[src/rtl/txq_sched_pkg.sv]
package txq_sched_pkg;

  // Descriptor word-1 field positions
  localparam int DW        = 32;
  localparam int DESC_USED = 31;
  localparam int DESC_WRAP = 30;
  localparam int DESC_LAST = 15;
  localparam int LENW      = 14;

  // Status bit positions
  localparam int ST_CMPL = 0;
  localparam int ST_USED = 1;
  localparam int ST_ERR  = 2;
  localparam int STW     = 3;

  typedef enum logic [2:0] {
    S_IDLE  = 3'd0,
    S_LOAD  = 3'd1,
    S_RD    = 3'd2,
    S_WR    = 3'd3,
    S_NEXTQ = 3'd4
  } walk_state_t;

endpackage

[src/rtl/txq_ptr_bank.sv]
module txq_ptr_bank #(
  parameter  int NQ = 4,
  parameter  int AW = 32,
  localparam int QW = (NQ > 1) ? $clog2(NQ) : 1
) (
  input  logic             clk,
  input  logic             rst_n,
  input  logic             tx_enable,
  input  logic             cfg_wr,
  input  logic [QW-1:0]    cfg_q,
  input  logic [AW-1:0]    cfg_ptr,
  input  logic             adv_en,
  input  logic [QW-1:0]    adv_q,
  input  logic [AW-1:0]    adv_ptr,
  output logic [NQ*AW-1:0] ptr_flat,
  output logic [AW-1:0]    base
);

  logic          en_q;
  logic          rewind;
  logic [AW-1:0] base_q, base_n;

  assign rewind = en_q & ~tx_enable;
  assign base   = base_q;

  always_comb begin
    base_n = base_q;
    if (cfg_wr && (cfg_q == '0)) base_n = cfg_ptr;
  end

  always_ff @(posedge clk or negedge rst_n) begin
    if (!rst_n) begin
      en_q   <= 1'b0;
      base_q <= '0;
    end else begin
      en_q   <= tx_enable;
      base_q <= base_n;
    end
  end

  for (genvar g = 0; g < NQ; g++) begin : g_q
    logic [AW-1:0] p_q, p_n;
    logic          p_en;

    always_comb begin
      p_n  = p_q;
      p_en = 1'b0;
      if (rewind) begin
        p_n  = base_q;
        p_en = 1'b1;
      end else if (adv_en && (adv_q == QW'(g))) begin
        p_n  = adv_ptr;
        p_en = 1'b1;
      end else if (cfg_wr && (cfg_q == QW'(g))) begin
        p_n  = cfg_ptr;
        p_en = 1'b1;
      end
    end

    always_ff @(posedge clk or negedge rst_n) begin
      if (!rst_n)    p_q <= '0;
      else if (p_en) p_q <= p_n;
    end

    assign ptr_flat[g*AW +: AW] = p_q;
  end

  AST_ADV_ONLY_ENABLED: assert property (@(posedge clk) disable iff (!rst_n)
    adv_en |-> tx_enable);

endmodule

[src/rtl/txq_walker.sv]
module txq_walker
  import txq_sched_pkg::*;
#(
  parameter  int NQ   = 4,
  parameter  int AW   = 32,
  parameter  int MAXB = 2048,
  localparam int QW   = (NQ > 1) ? $clog2(NQ) : 1,
  localparam int TW   = LENW + 2
) (
  input  logic             clk,
  input  logic             rst_n,
  input  logic             tx_enable,
  input  logic             tx_start,
  input  logic [NQ*AW-1:0] ptr_flat,
  input  logic [AW-1:0]    base,
  output logic             mem_req,
  output logic             mem_we,
  output logic [AW-1:0]    mem_addr,
  output logic [DW-1:0]    mem_wdata,
  input  logic             mem_ack,
  input  logic [DW-1:0]    mem_rdata,
  output logic             adv_en,
  output logic [QW-1:0]    adv_q,
  output logic [AW-1:0]    adv_ptr,
  output logic             ev_cmpl,
  output logic             ev_used,
  output logic             ev_err,
  output logic [QW-1:0]    ev_q,
  output logic             busy
);

  walk_state_t   st, st_n;
  logic [QW-1:0] q, q_n;
  logic [AW-1:0] cur, cur_n;
  logic [AW-1:0] first, first_n;
  logic [AW-1:0] nxt, nxt_n;
  logic [DW-1:0] w1, w1_n;
  logic [TW-1:0] tot, tot_n;
  logic          drop, drop_n;
  logic          fresh, fresh_n;

  logic [AW-1:0] ptr_sel;
  logic [AW-1:0] step_tgt;
  logic [TW-1:0] sum;

  assign ptr_sel  = ptr_flat[int'(q)*AW +: AW];
  assign step_tgt = mem_rdata[DESC_WRAP] ? base : (cur + AW'(8));
  assign sum      = tot + TW'(mem_rdata[LENW-1:0]);

  always_comb begin
    st_n    = st;
    q_n     = q;
    cur_n   = cur;
    first_n = first;
    nxt_n   = nxt;
    w1_n    = w1;
    tot_n   = tot;
    drop_n  = drop;
    fresh_n = fresh;
    adv_en  = 1'b0;
    ev_cmpl = 1'b0;
    ev_used = 1'b0;
    ev_err  = 1'b0;
    if ((st != S_IDLE) && !tx_enable) begin
      st_n = S_IDLE;
    end else begin
      case (st)
        S_IDLE: begin
          if (tx_start && tx_enable) begin
            q_n  = QW'(NQ - 1);
            st_n = S_LOAD;
          end
        end
        S_LOAD: begin
          cur_n   = ptr_sel;
          first_n = ptr_sel;
          tot_n   = '0;
          drop_n  = 1'b0;
          fresh_n = 1'b1;
          st_n    = S_RD;
        end
        S_RD: begin
          if (mem_ack) begin
            if (mem_rdata[DESC_USED]) begin
              ev_used = 1'b1;
              st_n    = S_NEXTQ;
            end else begin
              if (fresh) w1_n = mem_rdata;
              fresh_n = 1'b0;
              if (sum > TW'(MAXB)) begin
                drop_n = 1'b1;
                tot_n  = TW'(MAXB + 1);
              end else begin
                tot_n = sum;
              end
              if (mem_rdata[DESC_LAST]) begin
                nxt_n = step_tgt;
                st_n  = S_WR;
              end else begin
                cur_n = step_tgt;
              end
            end
          end
        end
        S_WR: begin
          if (mem_ack) begin
            adv_en  = 1'b1;
            ev_cmpl = ~drop;
            ev_err  = drop;
            st_n    = S_LOAD;
          end
        end
        S_NEXTQ: begin
          if (q == '0) begin
            st_n = S_IDLE;
          end else begin
            q_n  = q - 1'b1;
            st_n = S_LOAD;
          end
        end
        default: st_n = S_IDLE;
      endcase
    end
  end

  always_ff @(posedge clk or negedge rst_n) begin
    if (!rst_n) begin
      st    <= S_IDLE;
      q     <= '0;
      cur   <= '0;
      first <= '0;
      nxt   <= '0;
      w1    <= '0;
      tot   <= '0;
      drop  <= 1'b0;
      fresh <= 1'b0;
    end else begin
      st    <= st_n;
      q     <= q_n;
      cur   <= cur_n;
      first <= first_n;
      nxt   <= nxt_n;
      w1    <= w1_n;
      tot   <= tot_n;
      drop  <= drop_n;
      fresh <= fresh_n;
    end
  end

  always_comb begin
    mem_req   = (st == S_RD) || (st == S_WR);
    mem_we    = (st == S_WR);
    mem_addr  = ((st == S_WR) ? first : cur) + AW'(4);
    mem_wdata = w1 | (DW'(1) << DESC_USED);
  end

  assign adv_q   = q;
  assign adv_ptr = nxt;
  assign ev_q    = q;
  assign busy    = (st != S_IDLE);

  AST_REQ_HOLD: assert property (@(posedge clk) disable iff (!rst_n)
    (mem_req && !mem_ack && tx_enable) |=> (mem_req && $stable(mem_addr) && $stable(mem_we)));
  AST_WR_MARKS_USED: assert property (@(posedge clk) disable iff (!rst_n)
    (mem_req && mem_we) |-> mem_wdata[DESC_USED]);
  AST_STOP_ON_DISABLE: assert property (@(posedge clk) disable iff (!rst_n)
    !tx_enable |=> (!mem_req && !busy));
  AST_Q_DESCENDS: assert property (@(posedge clk) disable iff (!rst_n)
    (busy && $past(busy) && (q != $past(q))) |-> (q == QW'($past(q) - 1'b1)));
  AST_START_NEEDS_EN: assert property (@(posedge clk) disable iff (!rst_n)
    $rose(busy) |-> $past(tx_enable));

endmodule

[src/rtl/txq_irq_stat.sv]
module txq_irq_stat
  import txq_sched_pkg::*;
#(
  parameter  int NQ = 4,
  localparam int QW = (NQ > 1) ? $clog2(NQ) : 1
) (
  input  logic           clk,
  input  logic           rst_n,
  input  logic           ev_cmpl,
  input  logic           ev_used,
  input  logic           ev_err,
  input  logic [QW-1:0]  ev_q,
  input  logic [STW-1:0] glb_mask,
  input  logic [NQ-1:0]  q_mask,
  input  logic           status_clr,
  output logic [STW-1:0] tx_stat,
  output logic [STW-1:0] int_glb,
  output logic [NQ-1:0]  int_q
);

  logic [STW-1:0] ev;
  logic [STW-1:0] stat_n, glb_n;
  logic [NQ-1:0]  q_n, q_hit;

  always_comb begin
    ev          = '0;
    ev[ST_CMPL] = ev_cmpl;
    ev[ST_USED] = ev_used;
    ev[ST_ERR]  = ev_err;
    q_hit       = ev_cmpl ? (NQ'(1) << ev_q) : '0;
    stat_n      = (status_clr ? '0 : tx_stat) | ev;
    glb_n       = (status_clr ? '0 : int_glb) | (ev & ~glb_mask);
    q_n         = (status_clr ? '0 : int_q) | (q_hit & ~q_mask);
  end

  always_ff @(posedge clk or negedge rst_n) begin
    if (!rst_n) begin
      tx_stat <= '0;
      int_glb <= '0;
      int_q   <= '0;
    end else begin
      tx_stat <= stat_n;
      int_glb <= glb_n;
      int_q   <= q_n;
    end
  end

  AST_EVENTS_EXCLUSIVE: assert property (@(posedge clk) disable iff (!rst_n)
    $onehot0({ev_cmpl, ev_used, ev_err}));
  AST_GLB_MASK_RESPECTED: assert property (@(posedge clk) disable iff (!rst_n)
    $rose(int_glb[ST_CMPL]) |-> !$past(glb_mask[ST_CMPL]));
  AST_CLEAR_EMPTIES: assert property (@(posedge clk) disable iff (!rst_n)
    (status_clr && !ev_cmpl && !ev_used && !ev_err) |=> ((tx_stat == '0) && (int_q == '0)));

endmodule

[src/rtl/txq_sched.sv]
module txq_sched
  import txq_sched_pkg::*;
#(
  parameter  int NQ   = 4,
  parameter  int AW   = 32,
  parameter  int MAXB = 2048,
  localparam int QW   = (NQ > 1) ? $clog2(NQ) : 1
) (
  input  logic          clk,
  input  logic          rst_n,
  input  logic          tx_enable,
  input  logic          tx_start,
  input  logic          cfg_wr,
  input  logic [QW-1:0] cfg_q,
  input  logic [AW-1:0] cfg_ptr,
  output logic          mem_req,
  output logic          mem_we,
  output logic [AW-1:0] mem_addr,
  output logic [31:0]   mem_wdata,
  input  logic          mem_ack,
  input  logic [31:0]   mem_rdata,
  input  logic [2:0]    glb_mask,
  input  logic [NQ-1:0] q_mask,
  input  logic          status_clr,
  output logic          busy,
  output logic [2:0]    tx_stat,
  output logic [2:0]    int_glb,
  output logic [NQ-1:0] int_q
);

  logic [NQ*AW-1:0] ptr_flat;
  logic [AW-1:0]    base;
  logic             adv_en;
  logic [QW-1:0]    adv_q;
  logic [AW-1:0]    adv_ptr;
  logic             ev_cmpl, ev_used, ev_err;
  logic [QW-1:0]    ev_q;

  txq_ptr_bank #(.NQ(NQ), .AW(AW)) u_ptrs (
    .clk       (clk),
    .rst_n     (rst_n),
    .tx_enable (tx_enable),
    .cfg_wr    (cfg_wr),
    .cfg_q     (cfg_q),
    .cfg_ptr   (cfg_ptr),
    .adv_en    (adv_en),
    .adv_q     (adv_q),
    .adv_ptr   (adv_ptr),
    .ptr_flat  (ptr_flat),
    .base      (base)
  );

  txq_walker #(.NQ(NQ), .AW(AW), .MAXB(MAXB)) u_walk (
    .clk       (clk),
    .rst_n     (rst_n),
    .tx_enable (tx_enable),
    .tx_start  (tx_start),
    .ptr_flat  (ptr_flat),
    .base      (base),
    .mem_req   (mem_req),
    .mem_we    (mem_we),
    .mem_addr  (mem_addr),
    .mem_wdata (mem_wdata),
    .mem_ack   (mem_ack),
    .mem_rdata (mem_rdata),
    .adv_en    (adv_en),
    .adv_q     (adv_q),
    .adv_ptr   (adv_ptr),
    .ev_cmpl   (ev_cmpl),
    .ev_used   (ev_used),
    .ev_err    (ev_err),
    .ev_q      (ev_q),
    .busy      (busy)
  );

  txq_irq_stat #(.NQ(NQ)) u_irq (
    .clk        (clk),
    .rst_n      (rst_n),
    .ev_cmpl    (ev_cmpl),
    .ev_used    (ev_used),
    .ev_err     (ev_err),
    .ev_q       (ev_q),
    .glb_mask   (glb_mask),
    .q_mask     (q_mask),
    .status_clr (status_clr),
    .tx_stat    (tx_stat),
    .int_glb    (int_glb),
    .int_q      (int_q)
  );

endmodule

[config.mk]
export PLATFORM = sky130hd
export DESIGN_NAME = txq_sched
export DESIGN_NICKNAME = d
export VERILOG_FILES = /design/src/rtl/txq_sched_pkg.sv /design/src/rtl/txq_ptr_bank.sv /design/src/rtl/txq_walker.sv /design/src/rtl/txq_irq_stat.sv /design/src/rtl/txq_sched.sv
export SDC_FILE = /design/constraint.sdc
export NUM_CORES = 1
export LEC_CHECK = 0
export BUFFER_PORTS_ARGS = -buffer_cell sky130_fd_sc_hd__buf_2
export CORE_MARGIN = 8
export CORE_UTILIZATION = 40
export CTS_CLUSTER_SIZE = 40
export DETAILED_ROUTE_END_ITERATION = 12
export GPL_TIMING_DRIVEN = 1
export PLACE_DENSITY = 0.64
export SLEW_MARGIN = 25
export SYNTH_ARGS = -nofsm -noshare
export SYNTH_HDL_FRONTEND = slang
export SYNTH_SLANG_ARGS = --single-unit
[constraint.sdc]
create_clock -name clk -period 3.5 [get_ports clk]
set_clock_uncertainty 0.15 [all_clocks]
set_input_delay 0.175 -clock clk [delete_from_list [all_inputs] [get_ports clk]]
set_output_delay 0.175 -clock clk [all_outputs]
set_load 0.05 [all_outputs]
==> flow_metrics.env <==
export IMPL_status="complete, no violations"
export IMPL_cts_sink_count=321
export IMPL_critPathKind="reg -> out"
export IMPL_antenna_found_initial=5
export IMPL_ys_seq_area_share_pct=44.8
export IMPL_critPathMaxStageDelay_ns=0.43
export IMPL_critPathMaxFanout=19
export IMPL_fin_crit_ns=3.34
export IMPL_track_usage_pct=21.4
export IMPL_end_kind="primary output"
export IMPL_drt_first_iter_violations=1425
export IMPL_ir_drop_uv=509
export IMPL_area_growth_pct=19.6
export IMPL_insertion_delay_ns=0.55
export IMPL_gr_total_overflow=0
export IMPL_clockRootBuffer="clkbuf_16"
export IMPL_wl_mm=57.6
export IMPL_place_area_um2=19400
export IMPL_min_period_over_period_pct=95.4
export IMPL_fillers=4047
export IMPL_drive_gt1_share_pct=19.8
export IMPL_clk_pin_slew_ns=0.06
export IMPL_grt_pass1_wl_mm=90.1
export IMPL_die_w_um=228
export IMPL_dieArea_um2=51900
export IMPL_worstRegToRegCells=9
export IMPL_syn_area_um2=17900
export IMPL_avgSynthCellArea_um2=9.63
export IMPL_viasPerCell=5.86
export IMPL_synth_edf_count=0
export IMPL_syn_num_nets=1964
export IMPL_h_tree_depth=2
export IMPL_io_pins=157
export IMPL_yosysWarnings=0
export IMPL_maxCapViolations=0
export IMPL_cpMostUsedCell="buf_4"
export IMPL_cts_tree="built"
export IMPL_synth_area_leaders="dfrtp_1 45%, nand2_1 9.1%, a311oi_1 6.3%"
export IMPL_critPathArrivalTime_ns=3.01
export IMPL_synth_async_reset_ratio_pct=100
export IMPL_max_freq_ghz=0.299
export IMPL_hpwlAfterDp_mm=38.3
export IMPL_drtPass1Iterations=5
export IMPL_final_antenna_net_count=0
export IMPL_yosysTopAreaCellShare_pct=44.8
export IMPL_routedWlPerCell_um=21.5
export IMPL_cts_buffers=36
export IMPL_finalHoldViolCount=0
export IMPL_cellLeakagePower_nw=10.1
export IMPL_drv_slew=0
export IMPL_seq_area_um2=8040
export IMPL_hold_ws_ns=0.0437
export IMPL_crit_required_ns=3.17
export IMPL_placeableCoreArea_um2=44200
export IMPL_post_synth_inst_count=1863
export IMPL_multi_input_area_um2=9300
export IMPL_ys_ff_latch=321
export IMPL_startpoint_type="flip-flop"
export IMPL_hold_class="in -> async"
export IMPL_dieHeight_um=228
export IMPL_cts_buffer_depth=3
export IMPL_gp_congestion=0.853
export IMPL_rsz0062_at_grt="true"
export IMPL_start_util_pct=40.6
export IMPL_ys_top_cells_by_count="435 x nand2_1, 321 x dfrtp_1, 135 x a21o_1"
export IMPL_yosysMostFrequentCell="nand2_1"
export IMPL_cp_cell_sequence="nand3b_4, clkinv_8, buf_4, and3_1, o221ai_1, nor4_2, buf_4, nand2_1, xor2_1, a21oi_1, buf_2"
export IMPL_design_area_um2=21400
export IMPL_nets=2161
export IMPL_crit_slowest_cell="dfrtp_2"
export IMPL_synth_largest_area_cell="dfrtp_1"
export IMPL_yosysUniqueCellTypes=74
export IMPL_io_buffers=155
export IMPL_drc=0
export IMPL_setup_viol=0
export IMPL_grt_max_degree=86
export IMPL_p_per_area_nw_per_um2=651
export IMPL_grt_pass1_vias=15404
export IMPL_dr_total_vias=15676
export IMPL_worst_pin_slew_ns=0.944
export IMPL_synth_ff_type="dfrtp_1"
export IMPL_num_rows=77
export IMPL_slew_headroom_pct=37.1
layer usage:
layer  global-route usage (%)  routed length [um]  vias to the layer above
met3                     4.11                4330                      131
met4                     7.43                1770                        6
met5                        0                  33                        -
met2                     32.8               25900                      642
li1                         -                   -                     7079
met1                     30.0               25600                     7818
critical path: cells and delay by family, from the launching register on:
kind            cells  cell delay [ns]
flops               1             0.43
buf+inv             4             0.85
xor+xnor            1             0.14
simple gates        4             0.71
compound gates      2             0.33
report_power, final:
group	leakage (nW)	internal, mW	switching [mW]
Combinational	5.55	1.66	3.05
Sequential	4.03	4.68	1.01
Clock	0.518	2.00	1.58
metrics by stage:
step                power [mW]  setup slack, ns  instances  util [%]  TNS (ns)
finish                    14.0            0.160       2675      48.5         0
global route              14.7          -0.0229       2674      48.5   -0.0229
CTS                       14.0          -0.0255       2665      48.2   -0.0255
detailed placement        10.3            0.314       2522      43.8         0
global placement          10.2            0.385       2522      43.8         0
floorplan                 8.79           0.0591       1863         -         0
what timing repair did:
action / in CTS / in global routing
hold endpoints to repair: 306 / 0
buffers inserted: 2 / 7
pin swaps: 1 / 4
setup endpoints to repair: 15 / 14
hold buffers: 82 / 0
resized for setup: 13 / 10
kinds of logic after synthesis:
logic type                 share of synthesized area, %
other                                            0.0209
and+or+nand+nor                                    16.4
muxes                                              11.2
xor gates and xnor gates                           3.03
buffers and inverters                              3.80
AOI/OAI and AO/OA                                  19.3
adders and majority gates                          1.51
DFF                                                44.8
worst paths after layout:
kind	start	end	slack, ns
setup / recovery	u_walk.st[2]$_DFFE_PN0P_	mem_addr[24]	0.16
hold / removal	rst_n	u_walk.tot[5]$_DFFE_PN0P_	0.04
setup reg to reg	u_walk.tot[0]$_DFFE_PN0P_	u_walk.tot[10]$_DFFE_PN0P_	0.31
hold reg to reg	u_ptrs.g_q[3].p_q[11]$_DFFE_PN0P_	u_ptrs.g_q[3].p_q[11]$_DFFE_PN0P_	0.32
max in group asynchronous	rst_n	u_ptrs.g_q[0].p_q[13]$_DFFE_PN0P_	2.25
min in group clk	tx_start	u_walk.adv_q[1]$_DFFE_PN0P_	0.04
flip-flops by register name, summed over array words and instances (netlist names):
signal and count:
u_ptrs.g_q.p_q 128, u_ptrs.base 32, u_walk.adv_ptr 32, u_walk.cur 32, u_walk.first 32, u_walk.w1 31
u_walk.tot 16, u_irq.int_q 4, u_irq.int_glb 3, u_irq.tx_stat 3, u_walk.st 3, u_walk.adv_q 2
u_ptrs.en_q 1, u_walk.drop 1, u_walk.fresh 1
cells in the final DEF (no fill, tap or decap), drive strengths merged, types with 20 or more instances in the layout:
| cell | instances |
|---|---|
| inv | 29 |
| and2 | 29 |
| a21oi | 53 |
| dfrtp | 321 |
| nand3 | 28 |
| mux4 | 32 |
| buf | 218 |
| dlygate4sd3 | 82 |
| mux2 | 80 |
| xnor2 | 32 |
| o21ai | 77 |
| a311oi | 131 |
| nor2 | 84 |
| xor2 | 30 |
| clkbuf | 55 |
| a21o | 135 |
| mux2i | 38 |
| nand2 | 435 |
| ha | 20 |
layout make-up:
cell class              count  share of cell area, %
multi-input cells        1372                   43.4
diodes                      2                 0.0233
inverters                  28                  0.548
clock buffers              54                   4.70
flip-flops and latches    321                   37.5
well taps                 592                   3.45
repair buffers            301                   10.2
clock inverters             5                  0.274
No activity file was read; power rests on OpenSTA's default activity.
